`config.mk`:
```
export PLATFORM = sky130hd
export DESIGN_NAME = swreg_bridge
export DESIGN_NICKNAME = d
export VERILOG_FILES = /design/src/rtl/swb_pkg.sv /design/src/rtl/swb_arbiter.sv /design/src/rtl/swb_cmd_engine.sv /design/src/rtl/swb_irq_capture.sv /design/src/rtl/swreg_bridge.sv
export SDC_FILE = /design/constraint.sdc
export NUM_CORES = 1
export LEC_CHECK = 0
export ABC_AREA = 0
export BUFFER_PORTS_ARGS = -buffer_cell sky130_fd_sc_hd__buf_2
export CAP_MARGIN = 10
export CORE_MARGIN = 4
export CORE_UTILIZATION = 36
export CTS_BUF_LIST = sky130_fd_sc_hd__clkbuf_2 sky130_fd_sc_hd__clkbuf_4 sky130_fd_sc_hd__clkbuf_8
export DETAILED_ROUTE_END_ITERATION = 12
export PLACE_DENSITY_LB_ADDON = 0.15
export SKIP_LAST_GASP = 1
export SLEW_MARGIN = 20
export SYNTH_ARGS = -nofsm -noshare
export SYNTH_HDL_FRONTEND = slang
export SYNTH_SLANG_ARGS = --single-unit
```
`constraint.sdc`:
```
create_clock -name clk -period 3.1 [get_ports clk]
set_input_delay 0.465 -clock clk [delete_from_list [all_inputs] [get_ports clk]]
set_output_delay 0.465 -clock clk [all_outputs]
set_load 0.005 [all_outputs]
```
`src/rtl/swb_pkg.sv`:
```
// Shared constants and types for the switch register access bridge.
// Assumes a 32-bit host word; the switch-side data path is two host words.
package swb_pkg;
    localparam int HW  = 32;
    localparam int DW  = 2 * HW;
    localparam int PGW = 8;
    localparam int RGW = 8;

    // Host-visible word offsets
    localparam logic [7:0] A_CMD = 8'h2C;
    localparam logic [7:0] A_WDH = 8'h30;
    localparam logic [7:0] A_WDL = 8'h34;
    localparam logic [7:0] A_RDH = 8'h38;
    localparam logic [7:0] A_RDL = 8'h3C;
    localparam logic [7:0] A_CTL = 8'h40;
    localparam logic [7:0] A_EVT = 8'h44;

    // Command word fields
    localparam int CB_GO     = 0;
    localparam int CB_WR     = 1;
    localparam int CB_ABORT  = 2;
    localparam int CB_OFS_LO = 16;
    localparam int CB_PG_LO  = 24;

    // Control word fields
    localparam int KB_IEN  = 1;
    localparam int KB_REQ  = 3;
    localparam int KB_GNT  = 4;
    localparam int KB_INIT = 6;

    typedef enum logic [1:0] {
        OWN_NONE = 2'd0,
        OWN_HOST = 2'd1,
        OWN_AUX  = 2'd2
    } owner_e;
endpackage

```
`src/rtl/swb_arbiter.sv`:
```
// Fixed-priority owner arbiter for the switch access path.
// The internal requester wins from idle; an owner keeps the path until it
// drops its request, and the host additionally keeps it while busy.
module swb_arbiter
    import swb_pkg::*;
(
    input  logic clk,
    input  logic rst_n,
    input  logic host_req,
    input  logic aux_req,
    input  logic busy,
    output logic host_gnt,
    output logic aux_gnt
);
    owner_e own_q;
    owner_e own_d;

    // Next owner selection
    always_comb begin
        own_d = own_q;
        unique case (own_q)
            OWN_NONE: begin
                if (aux_req)       own_d = OWN_AUX;
                else if (host_req) own_d = OWN_HOST;
            end
            OWN_HOST: if (!host_req && !busy) own_d = OWN_NONE;
            OWN_AUX:  if (!aux_req)           own_d = OWN_NONE;
            default:  own_d = OWN_NONE;
        endcase
    end

    // Owner register
    always_ff @(posedge clk) begin
        if (!rst_n) own_q <= OWN_NONE;
        else        own_q <= own_d;
    end

    assign host_gnt = (own_q == OWN_HOST);
    assign aux_gnt  = (own_q == OWN_AUX);

    p_excl_gnt_r2: assert property (@(posedge clk) disable iff (!rst_n)
        !(host_gnt && aux_gnt));
    p_aux_first_r2: assert property (@(posedge clk) disable iff (!rst_n)
        (!host_gnt && !aux_gnt && aux_req) |=> aux_gnt);
    p_hold_busy_r3: assert property (@(posedge clk) disable iff (!rst_n)
        (host_gnt && busy) |=> host_gnt);
endmodule

```
`src/rtl/swb_cmd_engine.sv`:
```
// Command engine: holds write/read data words, launches one switch access
// per accepted go command, and retires it on acknowledge or abort.
// Assumes the switch holds sw_rdata valid in the acknowledge cycle.
module swb_cmd_engine
    import swb_pkg::*;
(
    input  logic           clk,
    input  logic           rst_n,
    input  logic           cmd_wr,
    input  logic           wdh_wr,
    input  logic           wdl_wr,
    input  logic [HW-1:0]  wdata,
    input  logic           host_gnt,
    output logic           busy,
    output logic           wr_flag,
    output logic [PGW-1:0] page,
    output logic [RGW-1:0] ofs,
    output logic [HW-1:0]  wd_hi,
    output logic [HW-1:0]  wd_lo,
    output logic [HW-1:0]  rd_hi,
    output logic [HW-1:0]  rd_lo,
    output logic           sw_req,
    output logic           sw_we,
    output logic [PGW-1:0] sw_page,
    output logic [RGW-1:0] sw_reg,
    output logic [DW-1:0]  sw_wdata,
    input  logic           sw_ack,
    input  logic [DW-1:0]  sw_rdata
);
    logic           busy_q;
    logic           we_q;
    logic [PGW-1:0] page_q;
    logic [RGW-1:0] ofs_q;
    logic [HW-1:0]  wdh_q, wdl_q, rdh_q, rdl_q;
    logic           abort, launch, done;

    assign abort  = cmd_wr && wdata[CB_ABORT];
    assign launch = cmd_wr && wdata[CB_GO] && !wdata[CB_ABORT] && host_gnt && !busy_q;
    assign done   = busy_q && sw_ack && !abort;

    // Busy flag: abort beats launch beats completion
    always_ff @(posedge clk) begin
        if (!rst_n)      busy_q <= 1'b0;
        else if (abort)  busy_q <= 1'b0;
        else if (launch) busy_q <= 1'b1;
        else if (done)   busy_q <= 1'b0;
    end

    // Command fields captured on an accepted launch
    always_ff @(posedge clk) begin
        if (!rst_n) begin
            we_q   <= 1'b0;
            page_q <= '0;
            ofs_q  <= '0;
        end else if (launch) begin
            we_q   <= wdata[CB_WR];
            page_q <= wdata[CB_PG_LO +: PGW];
            ofs_q  <= wdata[CB_OFS_LO +: RGW];
        end
    end

    // Write-data words, frozen while an access is pending
    always_ff @(posedge clk) begin
        if (!rst_n) begin
            wdh_q <= '0;
            wdl_q <= '0;
        end else if (!busy_q) begin
            if (wdh_wr) wdh_q <= wdata;
            if (wdl_wr) wdl_q <= wdata;
        end
    end

    // Read-data words, loaded only by a read acknowledge
    always_ff @(posedge clk) begin
        if (!rst_n) begin
            rdh_q <= '0;
            rdl_q <= '0;
        end else if (done && !we_q) begin
            rdh_q <= sw_rdata[DW-1:HW];
            rdl_q <= sw_rdata[HW-1:0];
        end
    end

    assign busy     = busy_q;
    assign wr_flag  = we_q;
    assign page     = page_q;
    assign ofs      = ofs_q;
    assign wd_hi    = wdh_q;
    assign wd_lo    = wdl_q;
    assign rd_hi    = rdh_q;
    assign rd_lo    = rdl_q;
    assign sw_req   = busy_q;
    assign sw_we    = we_q;
    assign sw_page  = page_q;
    assign sw_reg   = ofs_q;
    assign sw_wdata = {wdh_q, wdl_q};

    p_launch_gnt_r5: assert property (@(posedge clk) disable iff (!rst_n)
        $rose(busy_q) |-> $past(host_gnt));
    p_req_stable_r4: assert property (@(posedge clk) disable iff (!rst_n)
        (sw_req && !sw_ack && !abort) |=>
            (sw_req && $stable(sw_page) && $stable(sw_reg) && $stable(sw_we) && $stable(sw_wdata)));
    p_ack_retire_r6: assert property (@(posedge clk) disable iff (!rst_n)
        (sw_req && sw_ack) |=> !sw_req);
    p_rd_on_ack_r8: assert property (@(posedge clk) disable iff (!rst_n)
        !$stable({rdh_q, rdl_q}) |-> $past(sw_req && sw_ack && !sw_we));
    p_abort_idle_r9: assert property (@(posedge clk) disable iff (!rst_n)
        abort |=> !sw_req);
endmodule

```
`src/rtl/swb_irq_capture.sv`:
```
// Event capture: one sticky bit per switch event line, cleared by writing
// ones; a pulse in the same cycle as a clear keeps the bit set.
module swb_irq_capture #(
    parameter int N_EVT = 13
) (
    input  logic             clk,
    input  logic             rst_n,
    input  logic [N_EVT-1:0] evt,
    input  logic             clr_wr,
    input  logic [N_EVT-1:0] clr_mask,
    output logic [N_EVT-1:0] cap
);
    for (genvar i = 0; i < N_EVT; i++) begin : g_bit
        logic bit_q;

        // Sticky capture with set priority over clear
        always_ff @(posedge clk) begin
            if (!rst_n)                      bit_q <= 1'b0;
            else if (evt[i])                 bit_q <= 1'b1;
            else if (clr_wr && clr_mask[i])  bit_q <= 1'b0;
        end

        assign cap[i] = bit_q;

        p_set_wins_r11: assert property (@(posedge clk) disable iff (!rst_n)
            evt[i] |=> cap[i]);
        p_clear_r10: assert property (@(posedge clk) disable iff (!rst_n)
            (clr_wr && clr_mask[i] && !evt[i]) |=> !cap[i]);
        p_hold_r10: assert property (@(posedge clk) disable iff (!rst_n)
            (!evt[i] && !(clr_wr && clr_mask[i])) |=> $stable(cap[i]));
    end
endmodule

```
`src/rtl/swreg_bridge.sv`:
```
// Top of the switch register access bridge: host register decode and read
// mux, control word, and the three sub-blocks. Assumes word-aligned host
// addresses, single-cycle write strobes and N_EVT no larger than 32.
module swreg_bridge
    import swb_pkg::*;
#(
    parameter int ADDR_W = 8,
    parameter int N_EVT  = 13
) (
    input  logic              clk,
    input  logic              rst_n,
    input  logic              hb_wr,
    input  logic [ADDR_W-1:0] hb_addr,
    input  logic [HW-1:0]     hb_wdata,
    output logic [HW-1:0]     hb_rdata,
    output logic              host_irq,
    input  logic              aux_req,
    output logic              aux_gnt,
    input  logic              sw_init_done,
    input  logic [N_EVT-1:0]  sw_evt,
    output logic              sw_req,
    output logic              sw_we,
    output logic [PGW-1:0]    sw_page,
    output logic [RGW-1:0]    sw_reg,
    output logic [DW-1:0]     sw_wdata,
    input  logic              sw_ack,
    input  logic [DW-1:0]     sw_rdata
);
    logic           hit_cmd, hit_wdh, hit_wdl, hit_ctl, hit_evt;
    logic           ien_q, req_q;
    logic           host_gnt, busy, wr_flag;
    logic [PGW-1:0] page;
    logic [RGW-1:0] ofs;
    logic [HW-1:0]  wd_hi, wd_lo, rd_hi, rd_lo;
    logic [N_EVT-1:0] cap;

    assign hit_cmd = hb_wr && (hb_addr == ADDR_W'(A_CMD));
    assign hit_wdh = hb_wr && (hb_addr == ADDR_W'(A_WDH));
    assign hit_wdl = hb_wr && (hb_addr == ADDR_W'(A_WDL));
    assign hit_ctl = hb_wr && (hb_addr == ADDR_W'(A_CTL));
    assign hit_evt = hb_wr && (hb_addr == ADDR_W'(A_EVT));

    // Host-writable control bits
    always_ff @(posedge clk) begin
        if (!rst_n) begin
            ien_q <= 1'b0;
            req_q <= 1'b0;
        end else if (hit_ctl) begin
            ien_q <= hb_wdata[KB_IEN];
            req_q <= hb_wdata[KB_REQ];
        end
    end

    swb_arbiter u_arb (
        .clk      (clk),
        .rst_n    (rst_n),
        .host_req (req_q),
        .aux_req  (aux_req),
        .busy     (busy),
        .host_gnt (host_gnt),
        .aux_gnt  (aux_gnt)
    );

    swb_cmd_engine u_eng (
        .clk      (clk),
        .rst_n    (rst_n),
        .cmd_wr   (hit_cmd),
        .wdh_wr   (hit_wdh),
        .wdl_wr   (hit_wdl),
        .wdata    (hb_wdata),
        .host_gnt (host_gnt),
        .busy     (busy),
        .wr_flag  (wr_flag),
        .page     (page),
        .ofs      (ofs),
        .wd_hi    (wd_hi),
        .wd_lo    (wd_lo),
        .rd_hi    (rd_hi),
        .rd_lo    (rd_lo),
        .sw_req   (sw_req),
        .sw_we    (sw_we),
        .sw_page  (sw_page),
        .sw_reg   (sw_reg),
        .sw_wdata (sw_wdata),
        .sw_ack   (sw_ack),
        .sw_rdata (sw_rdata)
    );

    swb_irq_capture #(.N_EVT(N_EVT)) u_cap (
        .clk      (clk),
        .rst_n    (rst_n),
        .evt      (sw_evt),
        .clr_wr   (hit_evt),
        .clr_mask (hb_wdata[N_EVT-1:0]),
        .cap      (cap)
    );

    // Host read mux
    always_comb begin
        hb_rdata = '0;
        case (hb_addr)
            ADDR_W'(A_CMD): begin
                hb_rdata[CB_PG_LO +: PGW]  = page;
                hb_rdata[CB_OFS_LO +: RGW] = ofs;
                hb_rdata[CB_WR]            = wr_flag;
                hb_rdata[CB_GO]            = busy;
            end
            ADDR_W'(A_WDH): hb_rdata = wd_hi;
            ADDR_W'(A_WDL): hb_rdata = wd_lo;
            ADDR_W'(A_RDH): hb_rdata = rd_hi;
            ADDR_W'(A_RDL): hb_rdata = rd_lo;
            ADDR_W'(A_CTL): begin
                hb_rdata[KB_IEN]  = ien_q;
                hb_rdata[KB_REQ]  = req_q;
                hb_rdata[KB_GNT]  = host_gnt;
                hb_rdata[KB_INIT] = sw_init_done;
            end
            ADDR_W'(A_EVT): hb_rdata[N_EVT-1:0] = cap;
            default: hb_rdata = '0;
        endcase
    end

    assign host_irq = ien_q && (|cap);

    p_irq_cause_r12: assert property (@(posedge clk) disable iff (!rst_n)
        $rose(host_irq) |-> ($past(sw_evt != '0) || $rose(ien_q)));
    p_irq_clear_r12: assert property (@(posedge clk) disable iff (!rst_n)
        (hit_ctl && !hb_wdata[KB_IEN]) |=> !host_irq);
endmodule

```
==> results.py, run 1 <==
metrics = {
    "status": {
        "outcome": "completed",
    },
    "timing": {
        "rsz0062_at_grt": "false",
        "fmax_ghz": 0.380,
        "fin_crit_ns": 2.63,
        "drv_slew": 0,
        "fin_crit_sh_pct": 84.9,
        "final-hold-violation-count": 0,
        "worst_pin_slew_ns": 0.814,
        "finalSetupTns_ns": 0,
        "finalSetupViolations": 0,
        "finClkSkew_ns": 0.0119,
        "relSlewSlack_pct": 45.7,
        "fin_ws_ns": 0.469,
    },
    "setup_path": {
        "path_max_fanout": 26,
        "r2r_slack_ns": 1.29,
        "cp.required_ns": 2.63,
        "endpoint_kind": "primary output",
        "worstSetupStartpointType": "input pin",
        "crit_type": "in2out",
        "r2r_end": "u_eng.rd_lo[16]",
        "critPathArrivalTime_ns": 2.17,
        "crit-reg2reg-launch": "u_eng.busy",
        "r2r_cells": 4,
    },
    "finish": {
        "syn_to_final_growth_pct": 26.7,
        "final_nets": 1070,
        "drive_gt1_share_pct": 32.1,
    },
    "pwr": {
        "combPwrFrac_pct": 7.3,
        "p_int_uw": 2950,
        "power.density_nw_per_um2": 444,
        "p_clk_share_pct": 40.1,
        "power_uw": 4020,
        "swShare_pct": 26.6,
        "ir_drop_mv": 0.243,
        "leakage_uw": 0.00455,
        "p_seq_share_pct": 52.7,
        "p_switching_uw": 1070,
    },
    "yosys": {
        "synth_top_area_cell": "dfxtp_1",
        "synthMostInstantiatedCell": "dfxtp_1",
        "syn_area_sq_um": 7160,
        "synthTopCellsByArea": "dfxtp_1, mux2i_1, a22o_1, nand2_1, nand3_1",
        "yosys-top-cells-count": "dfxtp_1, nand2_1, mux2i_1, a22o_1, clkbuf_1",
        "synthesis.nets": 854,
        "synthArstFlopShare_pct": 0,
        "yosysSeqAreaShare_pct": 45.6,
        "synth-main-ff-cell": "dfxtp_1",
        "yosysWarnings": 0,
        "ys_seq_elements": 163,
        "avgSynthCellArea_sq_um": 9.79,
        "ys_types": 43,
        "synth-edff-count": 0,
        "synthCells": 731,
        "synth.top_cell.area_share_pct": 45.6,
    },
    "clock_network": {
        "path_clk_slew_ns": 0.10,
        "clock_sinks": 163,
        "cts.repair.resized": 0,
        "cts_buffers": 17,
        "cts.htree.levels": 4,
        "post_cts_buffers": 0,
        "tritoncts": "done",
        "ctsRootBufferMaster": "clkbuf_8",
        "worstSkewPairLatency_ns": 0.46,
        "ctsHoldBuffers": 0,
        "clk_path_buf_depth": 2,
    },
    "flow_run": {
        "maxCapViolations": 0,
    },
    "global_route": {
        "grt_pass1_vias": 6618,
        "top_usage_layer": "met2",
        "use_met2_pct": 37.2,
        "grt_first_pass_wirelength_microns": 38600,
        "grt-ovfl-total": 0,
        "antenna_found_initial": 4,
        "use_met1_pct": 29.8,
        "track_usage_pct": 22.4,
        "grt_max_degree": 80,
        "gr-usage-met3_pct": 5.44,
    },
    "floorplan": {
        "die_h_microns": 149,
        "fp.dieW_microns": 149,
        "rows": 51,
        "die-area_sq_um": 22200,
        "start_util_pct": 36.7,
        "ioPinCount": 239,
        "core_sq_um": 19500,
    },
    "placement": {
        "dpl.hpwl_microns": 17700,
        "place.gp.congestion": 0.819,
        "post-place-ws_ns": 0.246,
        "port_buffers": 238,
    },
    "worst_hold_path": {
        "hp-start": "sw_rdata[55]",
        "whs_path_depth": 2,
        "hold_end": "u_eng.rd_hi[23]",
        "hold_class": "in2reg",
    },
    "drt": {
        "dr_total_vias": 6609,
        "via_per_inst": 5.39,
        "drt_iter0_drc": 406,
        "drc": 0,
        "wl_per_cell_microns": 20.6,
        "ant_nets": 0,
        "drt_pre_antenna_iters": 5,
        "routed_wl_microns": 25200,
    },
}
## power groups by stage
stage	Sequential, uW	Clock (uW)	Combinational (uW)
2_1_floorplan	2160	0	134
6_report	2120	1610	292
3_5_place_dp	2170	0	292
4_1_cts	2120	1650	293
3_3_place_gp	2170	0	292
5_1_grt	2120	1730	317
## cells by family after synthesis
family	Yosys count	synth area share, %
mux	112	16.2
buf+inv	81	4.60
simple gates	229	16.4
compound gates	146	17.2
flops	163	45.6
## flip-flops by register name, indices dropped and copies added, names as in the netlist
name	count
u_eng.sw_we	1
u_eng.rd_lo	32
u_eng.wd_lo	32
req_q	1
u_arb.own_q	2
u_eng.page	8
u_eng.rd_hi	32
ien_q	1
u_eng.ofs	8
u_cap.g_bit.bit_q	13
u_eng.wd_hi	32
u_eng.busy	1
## layout make-up
class | instances | area [sq um]
antenna | 1 | 2.50
sequential | 163 | 3260
inverter | 15 | 56.3
multi-input combinational | 487 | 3600
clock buffer | 17 | 234
clock inverter | 15 | 171
timing repair buffer | 263 | 1410
tap | 265 | 332
fill | 1927 | 10500
## worst max-delay path by stage
stage	from	end	slack, ns
2_1_floorplan	hb_addr[3]	hb_rdata[17]	0.93
3_5_place_dp	hb_addr[3]	hb_rdata[17]	0.25
6_report	hb_addr[2]	hb_rdata[17]	0.47
4_1_cts	hb_addr[3]	hb_rdata[17]	0.23
3_3_place_gp	hb_addr[3]	hb_rdata[17]	0.32
5_1_grt	hb_addr[2]	hb_rdata[17]	0.35
## per-stage QoR
stage,utilization (%),cells,cell area (sq um),hold slack [ns]
floorplan,-,731,7160,0.432
global placement,44.3,1193,8660,0.459
detailed placement,44.3,1193,8660,0.459
CTS,46.4,1225,9060,0.171
global route,46.5,1226,9070,0.178
finish,46.5,1226,9070,0.202
## worst max-delay path: stages
cell and delay [ns]:
buf_2 0.11, buf_4 0.32, and4b_1 0.32, nand2_1 0.40, o221ai_1 0.36, buf_2 0.17
## routing by layer
metal	wire length, microns	up-vias
li1	-	3143
met1	11200	3210
met2	12000	235
met3	1740	15
met4	188	6
met5	34	-
## cells in the final DEF (no fill, tap or decap), types with 2 or more instances in the layout
cell type   count
nor2b_1         4
nand2b_1        4
nand4_1        10
a221o_1         7
bufinv_16       2
o211ai_1        8
o221ai_1       13
and3b_1        17
o21ai_0        13
and2_1          3
inv_6           5
buf_4          24
buf_12          2
nor4_2          2
mux2i_1       109
inv_1          15
nand3_1        37
buf_2         237
nor2_1          3
a41oi_1        14
o2bb2ai_1       5
clkinv_4        3
nor4b_4         2
and4b_1         2
mux4_2          3
a22o_1         67
nand2_1       118
dfxtp_1       163
nor4_1          5
and3_1          3
clkinvlp_4      4
a22oi_1        14
nor3_1          8
clkbuf_8       17
Power figures use the tool's default switching activity.
==> run 2, diff against run 1 <==
--- a/config.mk
+++ b/config.mk
@@ -5,7 +5,7 @@
 export SDC_FILE = /design/constraint.sdc
 export NUM_CORES = 1
 export LEC_CHECK = 0
-export ABC_AREA = 0
+export ABC_AREA = 1
 export BUFFER_PORTS_ARGS = -buffer_cell sky130_fd_sc_hd__buf_2
 export CAP_MARGIN = 10
 export CORE_MARGIN = 4
==> constraint.sdc (replaced) <==
create_clock -name clk -period 2.5 [get_ports clk]
set_input_delay 0.375 -clock clk [delete_from_list [all_inputs] [get_ports clk]]
set_output_delay 0.375 -clock clk [all_outputs]
set_load 0.005 [all_outputs]
==> run 2 against run 1 <==
- combinational power grew 24%
- die area grew 17%
- register-to-register slack lost 0.58 ns
- largest power group unchanged
==> results.py, run 2 <==
metrics = {
    "pwr": {
        "p_int_uw": 3530,
        "power_uw": 4850,
        "p_clk_share_pct": 38.3,
        "swShare_pct": 27.4,
        "combPwrFrac_pct": 7.5,
        "p_seq_share_pct": 54.2,
        "power.density_nw_per_um2": 469,
        "ir_drop_mv": 0.283,
        "p_switching_uw": 1330,
        "leakage_uw": 0.00566,
    },
    "setup_path": {
        "worstSetupStartpointType": "input pin",
        "endpoint_kind": "primary output",
        "max_stage_delay_ns": 0.30,
        "crit_slowest_cell": "inv_2",
        "critPathArrivalTime_ns": 1.86,
        "worst-path-stages": 12,
        "cpMostUsedCell": "nand2_1",
        "cp.required_ns": 2.12,
        "path_cells": "buf_2 -> inv_1 -> nand2_1 -> nor2_4 -> nand2_1 -> buf_4 -> inv_2 -> nand2_1 -> nand2_1 -> inv_1 -> nand3b_1 -> buf_2",
        "r2r_cells": 6,
        "crit_type": "in2out",
        "critPathBufInv": 6,
        "crit_family": "buffers and inverters",
        "r2r_slack_ns": 0.71,
        "path_max_fanout": 12,
    },
    "floorplan": {
        "start_util_pct": 36.8,
        "rows": 55,
        "ioPinCount": 239,
        "die-area_sq_um": 25900,
        "core_sq_um": 22800,
        "fp.dieW_microns": 161,
        "die_h_microns": 161,
    },
    "drt": {
        "via_per_inst": 4.59,
        "dr_total_vias": 9073,
        "ant_nets": 0,
        "drt_iter0_drc": 648,
        "drc": 0,
        "routed_wl_microns": 29500,
        "drt_pre_antenna_iters": 5,
        "wl_per_cell_microns": 14.9,
    },
    "global_route": {
        "grt_pass1_vias": 8630,
        "grt_max_degree": 66,
        "grt_first_pass_wirelength_microns": 45700,
        "antenna_found_initial": 1,
        "grt-ovfl-total": 0,
        "track_usage_pct": 22.3,
    },
    "worst_hold_path": {
        "whs_path_depth": 3,
        "hold_class": "in2reg",
    },
    "yosys": {
        "synthXorXnorAreaFrac_pct": 0,
        "synthArstFlopShare_pct": 0,
        "synthesis.nets": 1561,
        "synthTopCellsByArea": "dfxtp_1, nand2_1, nor2_1, inv_1, nand3_1",
        "yosys-top-cells-count": "nand2_1, nor2_1, inv_1, dfxtp_1, nand3_1",
        "synth_mux_area_share_pct": 0,
        "synth_top_area_cell": "dfxtp_1",
        "ys_seq_elements": 163,
        "synthMostInstantiatedCell": "nand2_1",
        "synth-simple-area-share_pct": 44.0,
        "yosysSeqAreaShare_pct": 38.8,
        "synth_adder_area_share_pct": 0,
        "avgSynthCellArea_sq_um": 5.85,
        "syn_area_sq_um": 8420,
        "synthCells": 1438,
        "synth-main-ff-cell": "dfxtp_1",
        "ys_types": 22,
        "synth-edff-count": 0,
        "synth.top_cell.area_share_pct": 38.8,
        "synth_compound_area_share_pct": 2.16,
        "synth_top_family_by_area": "simple AND/OR/NAND/NOR gates",
        "yosysWarnings": 0,
    },
    "finish": {
        "final_nets": 1773,
        "nFillCells": 2615,
        "final_cell_mix": "nand2_1, nor2_1, inv_1, buf_2, dfxtp_1",
        "n_antenna_cell": 0,
        "final_util_pct": 45.2,
        "layout_commonest_cell": "nand2_1",
        "instances_no_fill": 1976,
        "drive_gt1_share_pct": 18.8,
        "syn_to_final_growth_pct": 22.8,
    },
    "clock_network": {
        "ctsHoldBuffers": 0,
        "cts.htree.levels": 4,
        "tritoncts": "done",
        "path_clk_slew_ns": 0.10,
        "clk_path_buf_depth": 2,
        "post_cts_buffers": 0,
        "worstSkewPairLatency_ns": 0.46,
        "cts.repair.resized": 0,
        "cts_buffers": 17,
        "clock_sinks": 163,
        "ctsRootBufferMaster": "clkbuf_8",
    },
    "timing": {
        "fin_crit_sh_pct": 89.2,
        "final-hold-violation-count": 0,
        "drv_slew": 0,
        "finalSetupTns_ns": 0,
        "fmax_ghz": 0.448,
        "fin_crit_ns": 2.23,
        "rsz0062_at_grt": "false",
        "finalSetupViolations": 0,
        "relSlewSlack_pct": 42.2,
        "finClkSkew_ns": 0.0245,
        "worst_pin_slew_ns": 0.867,
    },
    "placement": {
        "port_buffers": 238,
        "dp.cells": 1944,
        "place.gp.congestion": 0.900,
        "dpl.hpwl_microns": 21800,
    },
    "status": {
        "outcome": "completed",
    },
    "flow_run": {
        "maxCapViolations": 0,
    },
}
run 2: changes by cell type in the layout (fill, tap and decap cells not counted), sizes merged, moves of 17 or more:
cell   change
nand2    +293
mux2i    -109
nand3    +100
a22o      -67
inv      +236
nor2     +333
and3b     -17
run 2: area by class of cell:
class | instances | area, sq um | area share, %
clock buffer | 20 | 269 | 2.60
clock inverter | 12 | 96.3 | 0.932
timing repair buffer | 267 | 1460 | 14.1
inverter | 253 | 951 | 9.20
multi-input combinational | 948 | 3900 | 37.8
tap | 313 | 392 | 3.79
sequential | 163 | 3260 | 31.6
run 2: path summary, 6_finish.rpt:
check	endpoint	start
hold / removal	u_cap.g_bit[11].bit_q	sw_evt[11]
hold reg to reg	u_eng.rd_lo[22]	u_eng.rd_lo[22]
setup / recovery	hb_rdata[2]	hb_addr[7]
setup reg to reg	u_eng.rd_hi[11]	u_eng.busy
run 2: kinds of logic after synthesis:
kind of cell / after synthesis
AOI/OAI and AO/OA: 35
buffers and inverters: 327
DFF: 163
and+or+nand+nor: 913
run 2: metal layers:
| layer | global-route usage, % | vias up | routed length, microns |
|---|---|---|---|
| met4 | 5.70 | 2 | 526 |
| met5 | 0 | - | 13 |
| met3 | 5.77 | 24 | 2290 |
| met2 | 38.4 | 305 | 13900 |
| met1 | 27.8 | 4077 | 12700 |
| li1 | - | 4665 | - |
run 2: per-stage QoR:
| step | cell area [sq um] | worst slack (ns) | hold WS [ns] |
|---|---|---|---|
| floorplan | 8420 | 0.755 | 0.440 |
| global placement | 9970 | 0.281 | 0.451 |
| detailed placement | 9970 | 0.235 | 0.460 |
| CTS | 10300 | 0.269 | 0.109 |
| global route | 10300 | 0.115 | 0.104 |
| finish | 10300 | 0.269 | 0.134 |
run 2: worst min-delay path, delay by kind of cell:
| kind | cells | cell delay [ns] |
|---|---|---|
| buf+inv | 2 | 0.13 |
| compound gates | 1 | 0.05 |
run 2: power by group through the flow:
| stage | registers (uW) | logic, uW | clock network (uW) |
|---|---|---|---|
| final | 2630 | 363 | 1860 |
| after global routing | 2630 | 411 | 2010 |
| after CTS | 2630 | 366 | 1890 |
| after detailed placement | 2690 | 364 | 0 |
| after global placement | 2690 | 364 | 0 |
| after floorplan | 2690 | 183 | 0 |
